`src/rtl/spi_pace_pkg.sv`:
```
`timescale 1ns/1ps
package spi_pace_pkg;

  typedef struct packed {
    logic clearTimers;  // abort both timers
    logic loadGap;      // start inter-byte gap timer
    logic loadIrq;      // start interrupt / time-out timer
    logic gapShort;     // gap uses +1 instead of delay table
  } paceStrobes_t;

  function automatic int unsigned delayTicks(input logic [3:0] code);
    int unsigned c;
    c = int'(code);
    if (c <= 7) return 32'd1 << c;
    else if (c <= 14) return 256 + 128 * (c - 8);
    else return 2048;
  endfunction

  function automatic int unsigned baseTicks(input logic [1:0] pre);
    case (pre)
      2'b00:   return 8;
      2'b01:   return 9;
      default: return 15;
    endcase
  endfunction

  function automatic int unsigned wmLevel(input logic [3:0] code);
    int unsigned c;
    c = int'(code);
    if (c == 0) return 0;
    else if (c <= 7) return 32'd1 << (c - 1);
    else return 128 + 64 * (c - 8);
  endfunction

endpackage

```
`src/rtl/spi_pace_timer.sv`:
```
`timescale 1ns/1ps
module spi_pace_timer #(
  parameter int TIMER_W = 12
) (
  input  logic               clk,
  input  logic               rstN,
  input  logic               load,
  input  logic               clear,
  input  logic [TIMER_W-1:0] loadValue,
  input  logic               tick,
  output logic               expire
);
  logic               active;
  logic [TIMER_W-1:0] cnt;
  logic [TIMER_W-1:0] target;
  logic               lastTick;

  assign lastTick = active && tick && ((cnt + 1'b1) == target);
  assign expire   = lastTick && !load && !clear;

  always_ff @(posedge clk) begin
    if (!rstN) begin
      active <= 1'b0;
      cnt    <= '0;
      target <= '0;
    end else if (load) begin
      active <= 1'b1;
      cnt    <= '0;
      target <= loadValue;
    end else if (clear) begin
      active <= 1'b0;
      cnt    <= '0;
    end else if (active && tick) begin
      cnt <= cnt + 1'b1;
      if (lastTick) active <= 1'b0;
    end
  end
endmodule

```
`src/rtl/spi_pace_datapath.sv`:
```
`timescale 1ns/1ps
module spi_pace_datapath
  import spi_pace_pkg::*;
#(
  parameter int TIMER_W = 12,
  parameter int REM_W   = 10
) (
  input  logic               clk,
  input  logic               rstN,
  input  paceStrobes_t       strobes,
  input  logic               cycTick,
  input  logic [3:0]         delaySel,
  input  logic [1:0]         preSel,
  input  logic [3:0]         wmSel,
  input  logic [REM_W-1:0]   remaining,
  output logic               gapExpire,
  output logic               irqExpire,
  output logic               wmMatch,
  output logic               remZero
);
  localparam int N_TIMERS = 2;

  logic [TIMER_W-1:0] delayVal;
  logic [TIMER_W-1:0] gapVal;
  logic [TIMER_W-1:0] loadVals [N_TIMERS];
  logic [N_TIMERS-1:0] loads;
  logic [N_TIMERS-1:0] expires;

  assign delayVal = TIMER_W'(delayTicks(delaySel));
  assign gapVal   = TIMER_W'(baseTicks(preSel)) +
                    (strobes.gapShort ? TIMER_W'(1) : delayVal);

  assign loadVals[0] = gapVal;
  assign loadVals[1] = delayVal;
  assign loads       = {strobes.loadIrq, strobes.loadGap};

  for (genvar i = 0; i < N_TIMERS; i++) begin : g_timer
    spi_pace_timer #(.TIMER_W(TIMER_W)) u_timer (
      .clk      (clk),
      .rstN     (rstN),
      .load     (loads[i]),
      .clear    (strobes.clearTimers),
      .loadValue(loadVals[i]),
      .tick     (cycTick),
      .expire   (expires[i])
    );
  end

  assign gapExpire = expires[0];
  assign irqExpire = expires[1];
  assign wmMatch   = (remaining == REM_W'(wmLevel(wmSel)));
  assign remZero   = (remaining == '0);
endmodule

```
`src/rtl/spi_pace_ctrl.sv`:
```
`timescale 1ns/1ps
module spi_pace_ctrl
  import spi_pace_pkg::*;
(
  input  logic         clk,
  input  logic         rstN,
  input  logic         isMaster,
  input  logic         delayAsIrq,
  input  logic         byteDone,
  input  logic         xferStart,
  input  logic         gapExpire,
  input  logic         irqExpire,
  input  logic         wmMatch,
  input  logic         remZero,
  output paceStrobes_t strobes,
  output logic         launchNext,
  output logic         wmIrq,
  output logic         dlyIrq
);
  logic wmArmed;
  logic doneLive;
  logic wmFire;

  assign doneLive = byteDone && !xferStart;
  assign wmFire   = doneLive && wmArmed && wmMatch;

  always_comb begin
    strobes             = '0;
    strobes.clearTimers = xferStart || byteDone;
    strobes.loadGap     = doneLive && isMaster && !remZero;
    strobes.loadIrq     = doneLive && delayAsIrq;
    strobes.gapShort    = delayAsIrq;
  end

  always_ff @(posedge clk) begin
    if (!rstN) begin
      wmArmed    <= 1'b1;
      launchNext <= 1'b0;
      wmIrq      <= 1'b0;
      dlyIrq     <= 1'b0;
    end else begin
      launchNext <= gapExpire;
      dlyIrq     <= irqExpire;
      wmIrq      <= wmFire;
      if (xferStart)   wmArmed <= 1'b1;
      else if (wmFire) wmArmed <= 1'b0;
    end
  end
endmodule

```
`src/rtl/spi_dma_pacer.sv`:
```
`timescale 1ns/1ps
module spi_dma_pacer
  import spi_pace_pkg::*;
#(
  parameter int TIMER_W = 12,
  parameter int REM_W   = 10
) (
  input  logic             clk,
  input  logic             rstN,
  input  logic [3:0]       delaySel,
  input  logic             delayAsIrq,
  input  logic [3:0]       wmSel,
  input  logic             isMaster,
  input  logic [1:0]       preSel,
  input  logic             byteDone,
  input  logic [REM_W-1:0] remaining,
  input  logic             xferStart,
  input  logic             cycTick,
  output logic             launchNext,
  output logic             wmIrq,
  output logic             dlyIrq
);
  paceStrobes_t strobes;
  logic gapExpire, irqExpire, wmMatch, remZero;

  spi_pace_ctrl u_ctrl (
    .clk       (clk),
    .rstN      (rstN),
    .isMaster  (isMaster),
    .delayAsIrq(delayAsIrq),
    .byteDone  (byteDone),
    .xferStart (xferStart),
    .gapExpire (gapExpire),
    .irqExpire (irqExpire),
    .wmMatch   (wmMatch),
    .remZero   (remZero),
    .strobes   (strobes),
    .launchNext(launchNext),
    .wmIrq     (wmIrq),
    .dlyIrq    (dlyIrq)
  );

  spi_pace_datapath #(.TIMER_W(TIMER_W), .REM_W(REM_W)) u_dp (
    .clk      (clk),
    .rstN     (rstN),
    .strobes  (strobes),
    .cycTick  (cycTick),
    .delaySel (delaySel),
    .preSel   (preSel),
    .wmSel    (wmSel),
    .remaining(remaining),
    .gapExpire(gapExpire),
    .irqExpire(irqExpire),
    .wmMatch  (wmMatch),
    .remZero  (remZero)
  );
endmodule

```
`config.mk`:
```
export PLATFORM = sky130hd
export DESIGN_NAME = spi_dma_pacer
export DESIGN_NICKNAME = d
export VERILOG_FILES = /design/src/rtl/spi_pace_pkg.sv /design/src/rtl/spi_pace_timer.sv /design/src/rtl/spi_pace_datapath.sv /design/src/rtl/spi_pace_ctrl.sv /design/src/rtl/spi_dma_pacer.sv
export SDC_FILE = /design/constraint.sdc
export NUM_CORES = 1
export LEC_CHECK = 0
export BUFFER_PORTS_ARGS = -buffer_cell sky130_fd_sc_hd__clkbuf_2
export CAP_MARGIN = 10
export CORE_ASPECT_RATIO = 1.25
export CORE_UTILIZATION = 45
export CTS_CLUSTER_SIZE = 8
export DETAILED_ROUTE_END_ITERATION = 8
export HOLD_SLACK_MARGIN = 0.12
export MAX_ROUTING_LAYER = met4
export PLACE_DENSITY = 0.64
export RECOVER_POWER = 100
export SYNTH_ARGS = -nofsm -noshare
export SYNTH_HDL_FRONTEND = slang
export SYNTH_SLANG_ARGS = --single-unit
```
`constraint.sdc`:
```
create_clock -name clk -period 3.5 [get_ports clk]
set_clock_uncertainty 0.2 [all_clocks]
set_input_delay 0.875 -clock clk [delete_from_list [all_inputs] [get_ports clk]]
set_output_delay 0.875 -clock clk [all_outputs]
set_load 0.01 [all_outputs]
```
## After elaboration in Yosys (flattened, before gate mapping)

Cells that the tools add are included.
Widths: inputs -> output; s select.

- Output and inout port bits: 3
- Bits in registers: 54
- Logic and storage cells: 74

- Reductions and logical operators: 32
- Bitwise logic cells: 1
- Equality and inequality tests: 4
- Mux-type cells: 14
- $add $sub $neg: 8
- Shift operators: 2
- $lt $le $gt $ge: 3

Operator list:

| cell | count |
|---|---|
| $mux 12 | 3 |
| $shl 1x32->10 const A | 1 |
| $add 12x1->12 const B | 2 |
| $eq 12x12->1 | 2 |
| $mux 10 | 2 |
| $logic_and 1x1->1 | 14 |
| $add 4x12->12 | 1 |
| $add 9x12->12 const A | 1 |
| $reduce_bool 3->1 | 4 |
| $shl 1x4->12 const A | 1 |
| $add 8x10->10 const A | 1 |
| $eq 10x10->1 | 1 |
| $logic_not 10->1 | 1 |
| $le 4x3->1 const B | 2 |
| $mux 1 | 8 |
| $pmux 3 s2 | 1 |
| $reduce_or 3->1 | 2 |
| $logic_not 1->1 | 5 |
| $sub 4x1->5 const B | 1 |
| $sub 4x4->5 const B | 1 |
| $le 4x4->1 const B | 1 |
| $logic_not 4->1 | 1 |
| $reduce_and 2->1 | 2 |
| $sub 4x4->4 const B | 1 |
| other kinds (5) | 5 |

## Logic depth before layout (Yosys ltp)

- Depth in word-level cells: 7
- Mapped depth: 11
- Mapped depth without buffers: 10

## Cells and area by module

A second synthesis with hierarchy kept.

- Cells, all modules: 445
- Area, all modules: 3651.0 sq um

By module, submodules not included:

| module | cells each | times used | area an instance (sq um) |
|---|---|---|---|
| spi_pace_timer | 159 | 2 | 1373.8 |
| spi_pace_datapath | 113 | 1 | 753.2 |
| spi_pace_ctrl | 14 | 1 | 150.1 |

## Worst setup path after synthesis

OpenSTA, ideal clock, no wires.

- Path kind: input -> register
- Start: in wmSel[0]
- End: reg u_ctrl.wmArmed
- Data arrival time: 3117 ps
- Data required time: 3180 ps
- Slack: 63 ps
- Stages on the path: 10
- Cell sequence: buf_6 inv_1 ha_1 buf_6 or3_4 a2111oi_0 mux2_2 o21ai_0 nand4_1 a211o_1

- Word-level cells in the longest chain between the ends: 6

RTL lines:

| element | line | RTL |
|---|---|---|
| start: declaration | spi_dma_pacer.sv:12 | `input logic [3:0] wmSel,` |
| $sub 4x4->4 / $sub 4x1->5 (equally long branches) | spi_pace_pkg.sv:32, spi_pace_pkg.sv:31 |  |
| $add 8x10->10 / $shl 1x32->10 (equally long branches) | spi_pace_pkg.sv:32, spi_pace_pkg.sv:31 |  |
| $mux 10 | spi_pace_pkg.sv:31 | `else if (c <= 7) return 32'd1 << (c - 1);` |
| $mux 10 (*) | spi_pace_pkg.sv:30 | `if (c == 0) return 0;` |
| $eq 10x10->1 (*) | spi_pace_datapath.sv:51 | `assign wmMatch = (remaining == REM_W'(wmLevel(wmSel)));` |
| $logic_and 1x1->1 (*) | spi_pace_ctrl.sv:25 | `assign wmFire = doneLive && wmArmed && wmMatch;` |
| end signal: assignment | spi_pace_ctrl.sv:37 | `wmArmed <= 1'b1;` |
| end signal: assignment | spi_pace_ctrl.sv:45 | `if (xferStart) wmArmed <= 1'b1;` |
| end signal: assignment | spi_pace_ctrl.sv:46 | `else if (wmFire) wmArmed <= 1'b0;` |
| end: declaration | spi_pace_ctrl.sv:20 | `logic wmArmed;` |

Mark *: on every way between the ends. The rest lies on a longest branch, timed or not.
A chain may end at the register's enable or synchronous reset.

## Worst setup path after layout

- Start: in wmSel[1]
- End: reg u_ctrl.wmArmed

The elaborated chain is that of the path after synthesis.

==> impl_metrics.tcl <==
set metrics [dict create \
    outcome "completed" \
    cts_buffers 5 \
    io_pins 30 \
    ys_seq_elements 54 \
    avgSynthCellArea_um2 7.795 \
    fin_nets 518 \
    track_usage 0.2218 \
    die_w_um 81.58 \
    path_class "primary input to register" \
    postCtsSetupBuffers 0 \
    p_per_area_mw_per_mm2 290.2 \
    routedWlPerCell_um 14.78 \
    ys_types 62 \
    startpoint_type "primary input" \
    gp_congestion 0.9539 \
    grt_max_degree 27 \
    cts_tree "yes" \
    initial_core_util 0.4729 \
    cp_data_arrival_time_ns 3.26 \
    intPower_w 0.0008221 \
    seq_area_frac_synth 0.3035 \
    drt_iter0_drc 163 \
    p_leak_nw 1.349 \
    cts.root.buffer_cell "clkbuf_8" \
    tightest_slew_ns 1.203 \
    grt_pass1_wl_mm 14.01 \
    max_freq_ghz 0.3075 \
    ant_nets 0 \
    cts_hold_buf 0 \
    syn_area_mm2 0.003562 \
    swShare 0.2654 \
    dpl.hpwl_mm 6.546 \
    cts_resized 0 \
    drv_cap 0 \
    finalPower_w 0.001119 \
    antenna_cells 0 \
    power_frac_seq 0.558 \
    portBuffers 29 \
    vias 3297 \
    layout-drive-gt1-share 0.1146 \
    dieArea_mm2 0.008278 \
    chipHeight_um 101.5 \
    drc 0 \
    clk-insertion-delay-late_ns 0.31 \
    viasPerCell 5.764 \
    pwr-share-comb 0.133 \
    p_sw_w 0.0002970 \
    rsz0062_at_grt "no" \
    clkTransAtPathRegs_ns 0.09 \
    cp.required_ns 3.50 \
    yosys_warnings 0 \
    slew_violations 0 \
    ir_worst_vdd_mv 0.1517 \
    period_needed_ns 3.252 \
    synth_cells 457 \
    async_flop_share 0 \
    postRouteWirelength_mm 8.457 \
    synth_top_flop_cell "dfxtp_1" \
    htree_num_levels 2 \
    setup_viol 0 \
    cts_sinks 54 \
    utilization 0.5120 \
    hp-class "register to register" \
    syn_to_final_growth_pct 8.254 \
    end_kind "register" \
    synth_nets 496 \
    clk_path_buf_depth 2 \
    first_pass_iters 4 \
    finalCritPeriodShare 0.9292 \
    critPathMaxFanout 4 \
    antenna_found_initial 0 \
    core_area_mm2 0.007532 \
    synth_edf_count 0 \
    rows 35 \
    grt_overflow 0 \
    grt_pass1_vias 3115 \
    slew_headroom 0.1979 \
    clockPowerShare 0.310 \
    hold_viol_final 0 \
]
cells in the final DEF, fill, tap and decap left out, types with 3 or more instances in the layout:
cell	instances
dfxtp_1	54
nor2_1	49
nand2_1	41
a21oi_1	39
xnor2_1	31
nor3_1	24
clkbuf_2	23
xor2_1	19
nand3_1	17
inv_1	12
o21ai_0	12
nand4_1	11
or3_1	11
ha_1	11
nor4_1	10
buf_4	9
clkbuf_1	8
nand2b_1	6
and3_1	6
a211oi_1	5
a211o_1	5
clkbuf_8	5
or4_1	4
nor4b_1	4
nor2b_1	3
or2_2	3
and2_1	3
mux2i_1	3
or2b_2	3
nand3b_1	3
cell families after synthesis:
group / Yosys count / share of synthesized area
AOI/OAI and AO/OA: 89 / 0.1626
xor gates and xnor gates: 50 / 0.1229
adders and majority gates: 12 / 0.04426
buffers and inverters: 38 / 0.04671
DFF: 54 / 0.3035
muxes: 5 / 0.01475
and+or+nand+nor: 209 / 0.3052
flip-flops by register name, summed over array words and instances (netlist names):
signal	flops
u_ctrl.wmArmed	1
u_ctrl.launchNext	1
u_dp.g_timer.u_timer.active	2
u_ctrl.wmIrq	1
u_ctrl.dlyIrq	1
u_dp.g_timer.u_timer.cnt	24
u_dp.g_timer.u_timer.target	24
routing by layer:
| layer | vias to the layer above | part of all wire | GRT usage |
|---|---|---|---|
| met5 | - | 0 | - |
| met4 | 0 | 0.018 | 0.07018 |
| met3 | 13 | 0.033 | 0.03333 |
| met2 | 64 | 0.51 | 0.3981 |
| met1 | 1547 | 0.44 | 0.2475 |
| li1 | 1673 | - | - |
critical path: stages:
cell and delay, ns:
clkbuf_2 0.10, inv_1 0.09, ha_1 0.20, or3_1 0.39, a2111oi_0 0.47, buf_4 0.20, mux2_2 0.32, o21ai_0 0.16
nand4_1 0.14, a211o_1 0.31
cells in the mapped netlist (3+ instances only):
cell type | n | share of area
a21oi_1 | 39 | 0.055
nor4_1 | 10 | 0.018
nor2_1 | 49 | 0.052
nor3_1 | 24 | 0.034
buf_6 | 3 | 0.0095
and3_1 | 6 | 0.011
nor4b_1 | 4 | 0.0098
dfxtp_1 | 54 | 0.30
xor2_1 | 19 | 0.047
nand3b_1 | 3 | 0.0063
xnor2_1 | 31 | 0.076
mux2i_1 | 3 | 0.0084
nand3_1 | 17 | 0.024
nor2b_1 | 3 | 0.0053
or2_2 | 3 | 0.0053
a211oi_1 | 5 | 0.011
o21ai_0 | 12 | 0.017
clkbuf_1 | 20 | 0.021
or4_1 | 4 | 0.0084
and2_1 | 3 | 0.0053
nand4_1 | 11 | 0.019
nand2_1 | 41 | 0.043
inv_1 | 12 | 0.013
or3_1 | 10 | 0.018
nand2b_1 | 6 | 0.011
ha_1 | 11 | 0.039
a211o_1 | 5 | 0.012
or2b_2 | 3 | 0.0074
stage by stage:
| step | setup TNS, ns | worst slack [ns] | instances | hold WS (ns) | instance area [µm²] |
|---|---|---|---|---|---|
| after floorplan | 0 | 0.06325 | 457 | 0.2350 | 3562 |
| after global placement | 0 | 0.01279 | 564 | 0.2529 | 3787 |
| after detailed placement | -0.06888 | -0.06888 | 564 | 0.2586 | 3787 |
| after CTS | 0 | 0.2507 | 572 | 0.2722 | 3874 |
| after global routing | 0 | 0.1033 | 572 | 0.2873 | 3856 |
| final | 0 | 0.2477 | 572 | 0.2706 | 3856 |
power by group through the flow:
stage | sequential (W) | clock, W | combinational, W
3_5_place_dp | 0.000639 | 0 | 0.000149
6_report | 0.000624 | 0.000347 | 0.000148
2_1_floorplan | 0.000637 | 0 | 0.0000982
4_1_cts | 0.000624 | 0.000358 | 0.000150
5_1_grt | 0.000625 | 0.000384 | 0.000163
3_3_place_gp | 0.000638 | 0 | 0.000147
path summary, 6_finish.rpt:
check / endpoint / startpoint / slack (ns) / cells past startpoint
min reg2reg: u_dp.g_timer[0].u_timer.target[6] / u_dp.g_timer[0].u_timer.target[6] / 0.27 / 2
min: u_dp.g_timer[0].u_timer.target[6] / u_dp.g_timer[0].u_timer.target[6] / 0.27 / 2
max reg2reg: u_dp.g_timer[0].u_timer.active / u_dp.g_timer[0].u_timer.cnt[0] / 0.94 / 6
max: u_ctrl.wmArmed / wmSel[1] / 0.25 / 10
area by class of cell:
| class | instances | area (µm²) |
|---|---|---|
| clock buffer | 6 | 72.57 |
| clock inverter | 2 | 13.76 |
| fill | 744 | 3676 |
| inverter | 13 | 48.80 |
| multi-input combinational | 365 | 2308 |
| sequential | 54 | 1081 |
| tap | 92 | 115.1 |
| timing repair buffer | 40 | 216.5 |
(Power assumes the default switching activity.)
